### src/rtl/jg_pkg.sv
package jg_pkg;
  typedef enum logic {
    JG_RUN    = 1'b0,
    JG_JAMMED = 1'b1
  } jg_state_e;
endpackage

### src/rtl/jg_run_counter.sv
// Counts consecutive enabled cycles; hit pulses on the LIMIT-th one and the
// count wraps to zero. clear has priority over en.
module jg_run_counter #(
  parameter int unsigned LIMIT = 16
) (
  input  logic clk,
  input  logic rst_n,
  input  logic en,
  input  logic clear,
  output logic hit
);
  localparam int unsigned W = (LIMIT > 1) ? $clog2(LIMIT) : 1;
  localparam logic [W-1:0] LAST = W'(LIMIT - 1);

  logic [W-1:0] cnt_q, cnt_d;

  assign hit = en && !clear && (cnt_q == LAST);

  always_comb begin
    cnt_d = cnt_q;
    if (clear)    cnt_d = '0;
    else if (en)  cnt_d = hit ? '0 : cnt_q + 1'b1;
  end

  always_ff @(posedge clk or negedge rst_n) begin
    if (!rst_n) cnt_q <= '0;
    else        cnt_q <= cnt_d;
  end
endmodule

### src/rtl/jg_col_stretch.sv
// Extends the trailing edge of a collision indication by HOLD cycles.
module jg_col_stretch #(
  parameter int unsigned HOLD = 2
) (
  input  logic clk,
  input  logic rst_n,
  input  logic col_in,
  output logic col_ext
);
  generate
    if (HOLD == 0) begin : g_pass
      assign col_ext = col_in;
    end else begin : g_hold
      localparam int unsigned W = $clog2(HOLD + 1);
      logic [W-1:0] hold_q, hold_d;

      always_comb begin
        hold_d = hold_q;
        if (col_in)            hold_d = W'(HOLD);
        else if (hold_q != '0) hold_d = hold_q - 1'b1;
      end

      always_ff @(posedge clk or negedge rst_n) begin
        if (!rst_n) hold_q <= '0;
        else        hold_q <= hold_d;
      end

      assign col_ext = col_in || (hold_q != '0);
    end
  endgenerate
endmodule

### src/rtl/jabber_guard.sv
module jabber_guard #(
  parameter int unsigned JAB_CYCLES   = 2_000_000,
  parameter int unsigned UNJAB_CYCLES = 50_000_000,
  parameter int unsigned COL_HOLD     = 20
) (
  input  logic clk,
  input  logic rst_n,
  input  logic tx_active,
  input  logic col_in,
  input  logic clr_status,
  output logic tx_gate,
  output logic col_out,
  output logic jab_status
);
  import jg_pkg::*;

  jg_state_e state_q, state_d;
  logic      jammed;
  logic      win_hit, quiet_hit, trip;
  logic      status_q, status_d;
  logic      col_ext;

  assign jammed = (state_q == JG_JAMMED);

  // Continuous-activity window while running
  jg_run_counter #(.LIMIT(JAB_CYCLES)) u_win (
    .clk  (clk),
    .rst_n(rst_n),
    .en   (tx_active),
    .clear(!tx_active || jammed),
    .hit  (win_hit)
  );

  // Quiet interval while jammed
  jg_run_counter #(.LIMIT(UNJAB_CYCLES)) u_quiet (
    .clk  (clk),
    .rst_n(rst_n),
    .en   (!tx_active),
    .clear(tx_active || !jammed),
    .hit  (quiet_hit)
  );

  jg_col_stretch #(.HOLD(COL_HOLD)) u_col (
    .clk    (clk),
    .rst_n  (rst_n),
    .col_in (col_in),
    .col_ext(col_ext)
  );

  assign trip = !jammed && win_hit;

  always_comb begin
    state_d = state_q;
    unique case (state_q)
      JG_RUN:    if (win_hit)   state_d = JG_JAMMED;
      JG_JAMMED: if (quiet_hit) state_d = JG_RUN;
      default:                  state_d = JG_RUN;
    endcase
  end

  always_comb begin
    status_d = status_q;
    if (trip)            status_d = 1'b1;
    else if (clr_status) status_d = 1'b0;
  end

  always_ff @(posedge clk or negedge rst_n) begin
    if (!rst_n) begin
      state_q  <= JG_RUN;
      status_q <= 1'b0;
    end else begin
      state_q  <= state_d;
      status_q <= status_d;
    end
  end

  assign tx_gate    = tx_active && !jammed;
  assign col_out    = jammed || col_ext;
  assign jab_status = status_q;
endmodule

### config.mk
export PLATFORM = sky130hd
export DESIGN_NAME = jabber_guard
export DESIGN_NICKNAME = d
export VERILOG_FILES = /design/src/rtl/jg_pkg.sv /design/src/rtl/jg_run_counter.sv /design/src/rtl/jg_col_stretch.sv /design/src/rtl/jabber_guard.sv
export SDC_FILE = /design/constraint.sdc
export NUM_CORES = 1
export LEC_CHECK = 0
export ABC_AREA = 1
export BUFFER_PORTS_ARGS = -buffer_cell sky130_fd_sc_hd__buf_2
export CORE_MARGIN = 2
export CORE_UTILIZATION = 59
export DETAILED_ROUTE_END_ITERATION = 6
export PLACE_DENSITY = 0.75
export SLEW_MARGIN = 20
export SYNTH_ARGS = -nofsm -noshare
export SYNTH_HDL_FRONTEND = slang
export SYNTH_SLANG_ARGS = --single-unit
### constraint.sdc
create_clock -name clk -period 1.8 [get_ports clk]
set_clock_uncertainty 0.15 [all_clocks]
set_input_delay 0.18 -clock clk [delete_from_list [all_inputs] [get_ports clk]]
set_output_delay 0.18 -clock clk [all_outputs]
set_load 0.01 [all_outputs]
* Word level (Yosys, flattened, before mapping) *
Index checks and enable logic that the tools add are counted.

operators by class
  $add $sub $neg = 3
  multipliers = 0
  div/mod/pow operators = 0
  $lt $le $gt $ge = 0
  equal/unequal tests = 3
  shift operators = 0
  muxes and demuxes = 13
  bitwise gates (word level) = 1
  reductions and logical operators = 18

operator list
  kind                                                   count
  two-way mux 26 bit                                     3
  two-way mux 21 bit                                     3
  adder 26 x 1 -> 26 bit, second input constant          1
  equality test 26 bit, second input constant            1
  adder 21 x 1 -> 21 bit, second input constant          1
  equality test 21 bit, second input constant            1
  two-way mux 5 bit                                      2
  logical AND 1 bit                                      6
  nonzero test 2 bit                                     3
  nonzero test 5 bit                                     1
  subtractor 5 x 1 -> 5 bit, second input constant       1
  zero test 1 bit                                        4
  logical OR 1 bit                                       4
  two-way mux 1 bit                                      4
  inequality test 2 x 1 -> 1 bit, second input constant  1
  one-hot mux 1 bit (2 select lines)                     1
  NOT 1 bit                                              1

storage, ports and cells
  flip-flop bits (word level) = 54
  latch bits = 0
  memory bits (writable) = 0
  memory bits (read-only) = 0
  bits of input ports = 5
  output and inout port bits = 3
  word-level logic and storage cells = 43
  memories kept = 0

* Logic depth before layout (Yosys ltp) *
Gate-level depths: netlist (run 1).

  depth after elaboration = 8
  depth in mapped cells = 9
  depth with buffers taken out = 9

* Modules after synthesis *
From an unflattened synthesis (run 1), not the netlist that was laid out.

unflattened totals
  cells, all modules = 467
  area total of the unflattened synthesis = 3515.9 µm²

modules (own cells, without submodules)
  module                    instances  cells each  area an instance (µm²)  sequential area each (µm²)
  jg_run_counter (u_quiet)  1          234         1686.6                  650.6
  jg_run_counter (u_win)    1          187         1447.6                  525.5
  jg_col_stretch            1          31          280.3                   125.1
  jabber_guard              1          15          101.3                   50.0

* Worst setup path after synthesis (run 1) *
Ideal clock, no wire load.

  path kind = register to register
  start = register u_win.cnt_q[0]
  end = register u_win.cnt_q[20]
  arrival time = 1227 ps
  required time = 1533 ps
  slack = 306 ps
  stages on the path, launching flop included = 9
  path through = dfrtp_1 -> ha_1 -> nand2_1 -> nor2_1 -> nand2_2 -> nor2_4 -> nand3_1 -> nor2_1 -> nor2_1

between the ends
  cells in the longest elaborated chain, start to end = 5
  elaborated cells between the ends (all ways) = 6
  those cells by class = add/sub (1); eq/ne (1); mux (3); reduce/logical (1)

ends and longest elaborated chain
  element                                                                         line                  source
  start: declaration                                                              jg_run_counter.sv:15  logic [W-1:0] cnt_q, cnt_d;
  start signal: assignment                                                        jg_run_counter.sv:27  else cnt_q <= cnt_d;
  parallel branches: the longest is 2 deep, another holds adder 21 x 1 -> 21 bit  --
  two-way mux 21 bit * (2 in a row)                                               jg_run_counter.sv:22  else if (en) cnt_d = hit ? '0 : cnt_q + 1'b1;
  two-way mux 21 bit *                                                            jg_run_counter.sv:21  if (clear) cnt_d = '0;

Mark *: on every way between the ends. The select of a mux whose other input is x is not followed.
A chain may end at the register's enable or synchronous reset.

* Worst setup path after layout (run 1) *
  start = register u_col.g_hold.hold_q[0]
  end = output col_out

between the ends
  cells in the longest elaborated chain, start to end = 3

ends and longest elaborated chain
  element                   line                  source
  start: declaration        jg_col_stretch.sv:15  logic [W-1:0] hold_q, hold_d;
  start signal: assignment  jg_col_stretch.sv:25  else hold_q <= hold_d;
  nonzero test 5 bit        jg_col_stretch.sv:28  assign col_ext = col_in || (hold_q != '0);
  logical OR 1 bit          jg_col_stretch.sv:28
  logical OR 1 bit          jabber_guard.sv:78    assign col_out = jammed || col_ext;
  end: declaration          jabber_guard.sv:12    output logic col_out,

Every way passes these cells.

==> impl_metrics.tcl, run 1 <==
set metrics [dict create \
    layout-area-overhead-vs-synth_pct 11.4 \
    routedWlPerCell_um 11.9 \
    hold_path.startpoint "tx_active" \
    vias_per_cell 4.96 \
    remaining_drc_errors 0 \
    power.share.combinational 0.057 \
    antenna_found_initial 0 \
    maxSlewHeadroom 0.800 \
    htree_num_levels 2 \
    die_height_um 75.8 \
    synthesis.area_um2 3040 \
    synth_fa_ha_area_frac 0.0165 \
    regToRegEndpoint "u_win.cnt_q[13]" \
    crit_fanout 3 \
    cts-root-buf "sky130_fd_sc_hd__clkbuf_8" \
    layout_worst_path_cycle_share 0.975 \
    clock_path_buffers 2 \
    synth_cell_type_count 27 \
    min_delay_path_depth 4 \
    place_hpwl_um 4380 \
    crit_path_end_kind "output pin" \
    clk-insertion-delay-late_ns 0.31 \
    reg2reg_depth 8 \
    outcome "complete, no violations" \
    seq_power_share 0.557 \
    num_vias 2470 \
    part_of_the_power_in_the_clock_network 0.386 \
    post_synth_xor_area_fraction 0.0663 \
    globalRouteTotalUtil 0.226 \
    critical_path_required_ns 1.47 \
    power_switching_share 0.225 \
    count_of_final_hold_check_violations 0 \
    mostFrequentLayoutCell "sky130_fd_sc_hd__nor2_1" \
    coreArea_um2 5040 \
    worstHoldPathType "primary input to flop" \
    final_period_minus_worst_setup_slack_ns 1.76 \
    muxShareOfSynthArea 0 \
    route.final.wire_length_um 5920 \
    intPower_mw 1.75 \
    fraction_of_the_mapped_netlist_area_in_compound_gates 0.0272 \
    first_global_vias 2316 \
    gp_congestion 0.895 \
    power_density_nw_per_um2 666 \
    maximum_number_of_pins_on_one_net_before_global_route_repair 55 \
    fraction_of_final_layout_cells_with_drive_strength_greater_than_1 0.124 \
    total_leakage_power_nw 1.48 \
    ir_worst_vdd_mv 0.398 \
    p_total_mw 2.25 \
    arrival_ns 1.43 \
    worst_setup_hold_path_clk_slew_ns 0.10 \
    dr_iter_0_viols 105 \
    hold_slack_ns 0.150 \
    synth_sequential_area_ratio 0.445 \
    port_buffers 7 \
    detail_route.first_pass.iterations 4 \
    fmax_mhz 570 \
    start_util 0.602 \
    die_w_um 75.8 \
    holdPathEnd "u_quiet.cnt_q[18]" \
    nets 436 \
    die-area_um2 5740 \
    cts_tree "built" \
    syn-num-nets 413 \
    setup_viol_count_final 0 \
    tightestPinTransition_ns 0.300 \
    ant_nets 0 \
    timing.reg2reg.setup_slack_ns 0.16 \
    grt_setup_unrepaired "yes" \
    gate_count_post_synth 404 \
    antenna_cells 0 \
    avgSynthCellArea_um2 7.52 \
    layout.cells.most_common_list "sky130_fd_sc_hd__nor2_1 (104), sky130_fd_sc_hd__nand2_1 (89), sky130_fd_sc_hd__dfrtp_1 (54), sky130_fd_sc_hd__inv_1 (44), sky130_fd_sc_hd__nand3_1 (22)" \
    cp-start-kind "flop" \
    number_of_cts_inserted_buffers 5 \
    clkSinkCount 54 \
    critPathKind "flop to output pin" \
    yosys.area_share.simple 0.381 \
    synth_top_family_by_area "simple AND/OR/NAND/NOR gates" \
    power.switching_mw 0.507 \
    worst_r2r_startpoint "u_win.cnt_q[0]" \
    synth-seq-cells 54 \
    max_cap_violations 0 \
    overflow 0 \
    pin_count 8 \
    std_cell_rows 26 \
    grt_pass1_wl_um 9980 \
    slew_viol_final 0 \
    synthesis.yosys.warnings 0 \
]
-- routing by layer --
layer	vias to the layer above	track usage	part of all wire
met4	0	0.0663	0.014
met2	34	0.378	0.49
met5	-	0	0
met3	8	0.0384	0.022
met1	1133	0.302	0.48
li1	1295	-	-
-- flip-flops by register name, indices dropped and copies added, names as in the netlist --
register / flops
u_quiet.cnt_q: 26
u_win.cnt_q: 21
u_col.g_hold.hold_q: 5
jab_status: 1
jammed: 1
-- per-stage QoR --
step | setup slack [ns] | area, µm² | TNS [ns] | cells | util
after global routing | -0.0779 | 3380 | -0.0783 | 498 | 0.671
after CTS | 0.00952 | 3370 | 0 | 497 | 0.668
after floorplan | 0.306 | 3040 | 0 | 404 | -
final | 0.0443 | 3380 | 0 | 498 | 0.671
after detailed placement | 0.167 | 3200 | 0 | 484 | 0.634
after global placement | 0.193 | 3200 | 0 | 484 | 0.634
-- worst max-delay path by stage --
stage | start | to
after global routing | u_col.g_hold.hold_q[1] | col_out
after CTS | u_col.g_hold.hold_q[1] | col_out
after detailed placement | u_quiet.cnt_q[0] | u_quiet.cnt_q[21]
final | u_col.g_hold.hold_q[0] | col_out
after global placement | u_quiet.cnt_q[0] | u_quiet.cnt_q[25]
after floorplan | u_win.cnt_q[0] | u_win.cnt_q[20]
-- layout make-up --
cell class	instances	area, µm²
well taps	70	87.6
inverters	49	184
repair buffers	18	138
clock inverters	2	38.8
clock buffers	6	82.6
fillers	425	1660
multi-input cells	299	1500
flip-flops and latches	54	1350
-- Yosys cell counts, drive strengths merged --
master | instances | share of area
nand4 | 6 | 0.012
buf | 1 | 0.0025
nand2 | 95 | 0.12
dfrtp | 54 | 0.44
xor2 | 17 | 0.049
o31ai | 1 | 0.0025
a211oi | 1 | 0.0025
nor2 | 118 | 0.17
inv | 49 | 0.061
nand3 | 26 | 0.050
ha | 4 | 0.016
clkbuf | 1 | 0.0012
nor3 | 10 | 0.016
nand3b | 1 | 0.0025
a21oi | 7 | 0.012
xnor2 | 6 | 0.017
o21bai | 1 | 0.0025
nor3b | 1 | 0.0025
o21ai | 5 | 0.0082
-- kinds of logic (layout without fill, tap and decap cells) --
logic type	count (synthesis)	after routing
AO/OA/AOI/OAI	15	15
adder cells (fa/ha/maj)	4	4
XOR/XNOR	23	23
flip-flops	54	54
AND/OR/NAND/NOR	257	257
buffers and inverters	51	75
-- critical path: stages, from the launching register on --
cell                       delay, ns
sky130_fd_sc_hd__dfrtp_1        0.39
sky130_fd_sc_hd__inv_1          0.08
sky130_fd_sc_hd__ha_2           0.20
sky130_fd_sc_hd__nand3b_1       0.13
sky130_fd_sc_hd__nor2_2         0.12
sky130_fd_sc_hd__nand2_1        0.06
sky130_fd_sc_hd__buf_2          0.13
-- what timing repair did --
| item | 4_1_cts | 5_1_grt |
|---|---|---|
| setup buffers | 2 | 1 |
| hold buffers | 3 | 0 |
| resized for setup | 2 | 1 |
| setup endpoints to repair | 1 | 4 |
| endpoints found under the hold margin | 57 | 0 |
| pin swaps | 1 | 3 |
-- power by group through the flow --
stage | Clock (mW) | Combinational [mW] | Sequential, mW
2_1_floorplan | 0 | 0.0672 | 1.27
3_3_place_gp | 0 | 0.114 | 1.28
3_5_place_dp | 0 | 0.118 | 1.28
4_1_cts | 0.887 | 0.129 | 1.25
5_1_grt | 0.928 | 0.152 | 1.26
6_report | 0.871 | 0.129 | 1.25
Power figures use the tool's default switching activity.
==> inputs of run 2 (changes only) <==
CORE_UTILIZATION = 61   (was 59)
PLACE_DENSITY = 0.77   (was 0.75)
clock period = 2.1 ns   (was 1.8 ns; I/O delays follow)
==> impl_metrics.tcl, run 2 (synthesis gave the netlist of run 1 again) <==
set metrics [dict create \
    cp-startpoint "u_col.g_hold.hold_q[0]" \
    slew_viol_final 0 \
    nets 431 \
    number_of_cts_inserted_buffers 5 \
    cp-start-kind "flop" \
    antenna_found_initial 0 \
    dpl-instance-area_um2 3180 \
    ir_worst_vdd_mv 0.396 \
    crit_fanout 5 \
    grt_use_met3 0.0393 \
    start_util 0.639 \
    maxSlewHeadroom 0.797 \
    std_cell_rows 25 \
    clk-insertion-delay-late_ns 0.31 \
    layout.cells.most_common_list "sky130_fd_sc_hd__nor2_1 (104), sky130_fd_sc_hd__nand2_1 (89), sky130_fd_sc_hd__dfrtp_1 (54), sky130_fd_sc_hd__inv_1 (44), sky130_fd_sc_hd__nand3_1 (23)" \
    coreArea_um2 4750 \
    vias_per_cell 5.03 \
    total_leakage_power_nw 1.45 \
    regToRegEndpoint "u_win.cnt_q[18]" \
    maximum_number_of_pins_on_one_net_before_global_route_repair 55 \
    final_period_minus_worst_setup_slack_ns 1.94 \
    finalCoreUtilization 0.698 \
    layout_worst_path_cycle_share 0.922 \
    crit_path_end_kind "output pin" \
    remaining_drc_errors 0 \
    routedWlPerCell_um 12.1 \
    gp_congestion 0.921 \
    place_hpwl_um 4430 \
    cpMaxStageDelayCell "sky130_fd_sc_hd__dfrtp_1" \
    worst_setup_hold_path_clk_slew_ns 0.09 \
    power_density_nw_per_um2 547 \
    die-area_um2 5560 \
    htree_num_levels 2 \
    die_height_um 74.6 \
    overflow 0 \
    final.setup.tns_ns 0 \
    ant_nets 0 \
    post_layout_nonfiller_instances 490 \
    mostFrequentLayoutCell "sky130_fd_sc_hd__nor2_1" \
    count_of_final_hold_check_violations 0 \
    tightestPinTransition_ns 0.304 \
    arrival_ns 1.58 \
    reg2reg_depth 8 \
    timing.reg2reg.setup_slack_ns 0.39 \
    cts-root-buf "sky130_fd_sc_hd__clkbuf_8" \
    globalRoute.busiestLayer "met2" \
    worstHoldPathType "primary input to flop" \
    largest_register_ffs 26 \
    pin_count 8 \
    layout-area-overhead-vs-synth_pct 9.23 \
    die_w_um 74.6 \
    most_flop_heavy_register "u_quiet.cnt_q" \
    met1_usage 0.306 \
    clock_path_buffers 2 \
    largest_incremental_delay_on_the_critical_path_ns 0.40 \
    outcome "complete, no violations" \
    first_global_vias 2410 \
    final_design_area_excluding_fillers_um2 3320 \
    critical_path.endpoint "col_out" \
    worst_r2r_startpoint "u_win.cnt_q[0]" \
    fmax_mhz 516 \
    detail_route.first_pass.iterations 4 \
    clkSinkCount 54 \
    grt.met2_usage 0.416 \
    fraction_of_final_layout_cells_with_drive_strength_greater_than_1 0.109 \
    critical_path_required_ns 1.74 \
    setup_viol_count_final 0 \
    globalRouteTotalUtil 0.242 \
    p_total_mw 1.82 \
    ff_latch_area_um2 1350 \
    reg.largest.list "u_quiet.cnt_q: 26 flops, u_win.cnt_q: 21 flops, u_col.g_hold.hold_q: 5 flops" \
    dr_iter_0_viols 198 \
    antenna_cells 0 \
    route.final.wire_length_um 5920 \
    cts_post_setup_buffers_inserted 0 \
    cts_tree "built" \
    port_buffers 7 \
    path_cells "inv_1, ha_1, nand3b_1, nor2_2, nand2_1, buf_2" \
    multiInputGateArea_um2 1490 \
    place.detailed.instances 479 \
    grt_pass1_wl_um 10300 \
    grt_setup_unrepaired "no" \
    max_cap_violations 0 \
    fillCellCount 390 \
    critPathKind "flop to output pin" \
    num_vias 2465 \
]
==> run 2: changes by cell type in the layout (fill, tap and decap cells not counted) <==
cell and change:
sky130_fd_sc_hd__clkbuf_8 +1, sky130_fd_sc_hd__ha_2 -1, sky130_fd_sc_hd__bufinv_16 -1, sky130_fd_sc_hd__clkinv_4 +1, sky130_fd_sc_hd__nand3_1 +1, sky130_fd_sc_hd__buf_4 -5
sky130_fd_sc_hd__inv_6 -1, sky130_fd_sc_hd__nand3_2 -1, sky130_fd_sc_hd__ha_1 +1
==> run 2: repair_timing <==
action | in CTS | in global routing
hold buffers | 3 | 0
resized for setup | 0 | 1
endpoints found under the hold margin | 57 | 0
endpoints found under the setup margin | 0 | 1
==> run 2: metal layers <==
layer  routed length, µm  vias up
met5                   0        -
met2                2980       42
met1                2680     1129
met4                 104        0
li1                    -     1284
met3                 163       10
==> run 2: metrics by stage <==
stage | worst slack [ns] | hold slack [ns]
global placement | 0.446 | 0.0759
global route | 0.0157 | 0.231
floorplan | 0.606 | -0.236
detailed placement | 0.402 | 0.0737
CTS | 0.0698 | 0.205
finish | 0.164 | 0.214
==> run 2: area by class of cell <==
cell class                 count  area share
timing repair buffer          13      0.0302
tap                           67      0.0253
multi-input combinational    299       0.450
clock inverter                 1     0.00264
sequential                    54       0.407
inverter                      49      0.0554
clock buffer                   7      0.0290
==> run 2: worst min path at each step <==
stage                    from                end  slack (ns)  depth (start not counted)
floorplan               rst_n         jab_status       -0.24                          0
global placement        rst_n  u_quiet.cnt_q[11]        0.08                          2
detailed placement      rst_n  u_quiet.cnt_q[11]        0.07                          2
CTS                 tx_active         jab_status        0.20                          5
global route        tx_active             jammed        0.23                          5
finish              tx_active             jammed        0.21                          5
==> run 2: power by group <==
group / switching, mW / internal (mW) / leakage, nW
Sequential: 0.0176 / 1.06 / 0.736
Clock: 0.332 / 0.303 / 0.0544
Combinational: 0.0629 / 0.0414 / 0.662
==> run 2: critical path, delay by kind of cell (launching register included) <==
kind / cells / cell delay, ns
buf+inv: 2 / 0.22
flops: 1 / 0.40
fa+ha+maj: 1 / 0.21
simple gates: 3 / 0.44
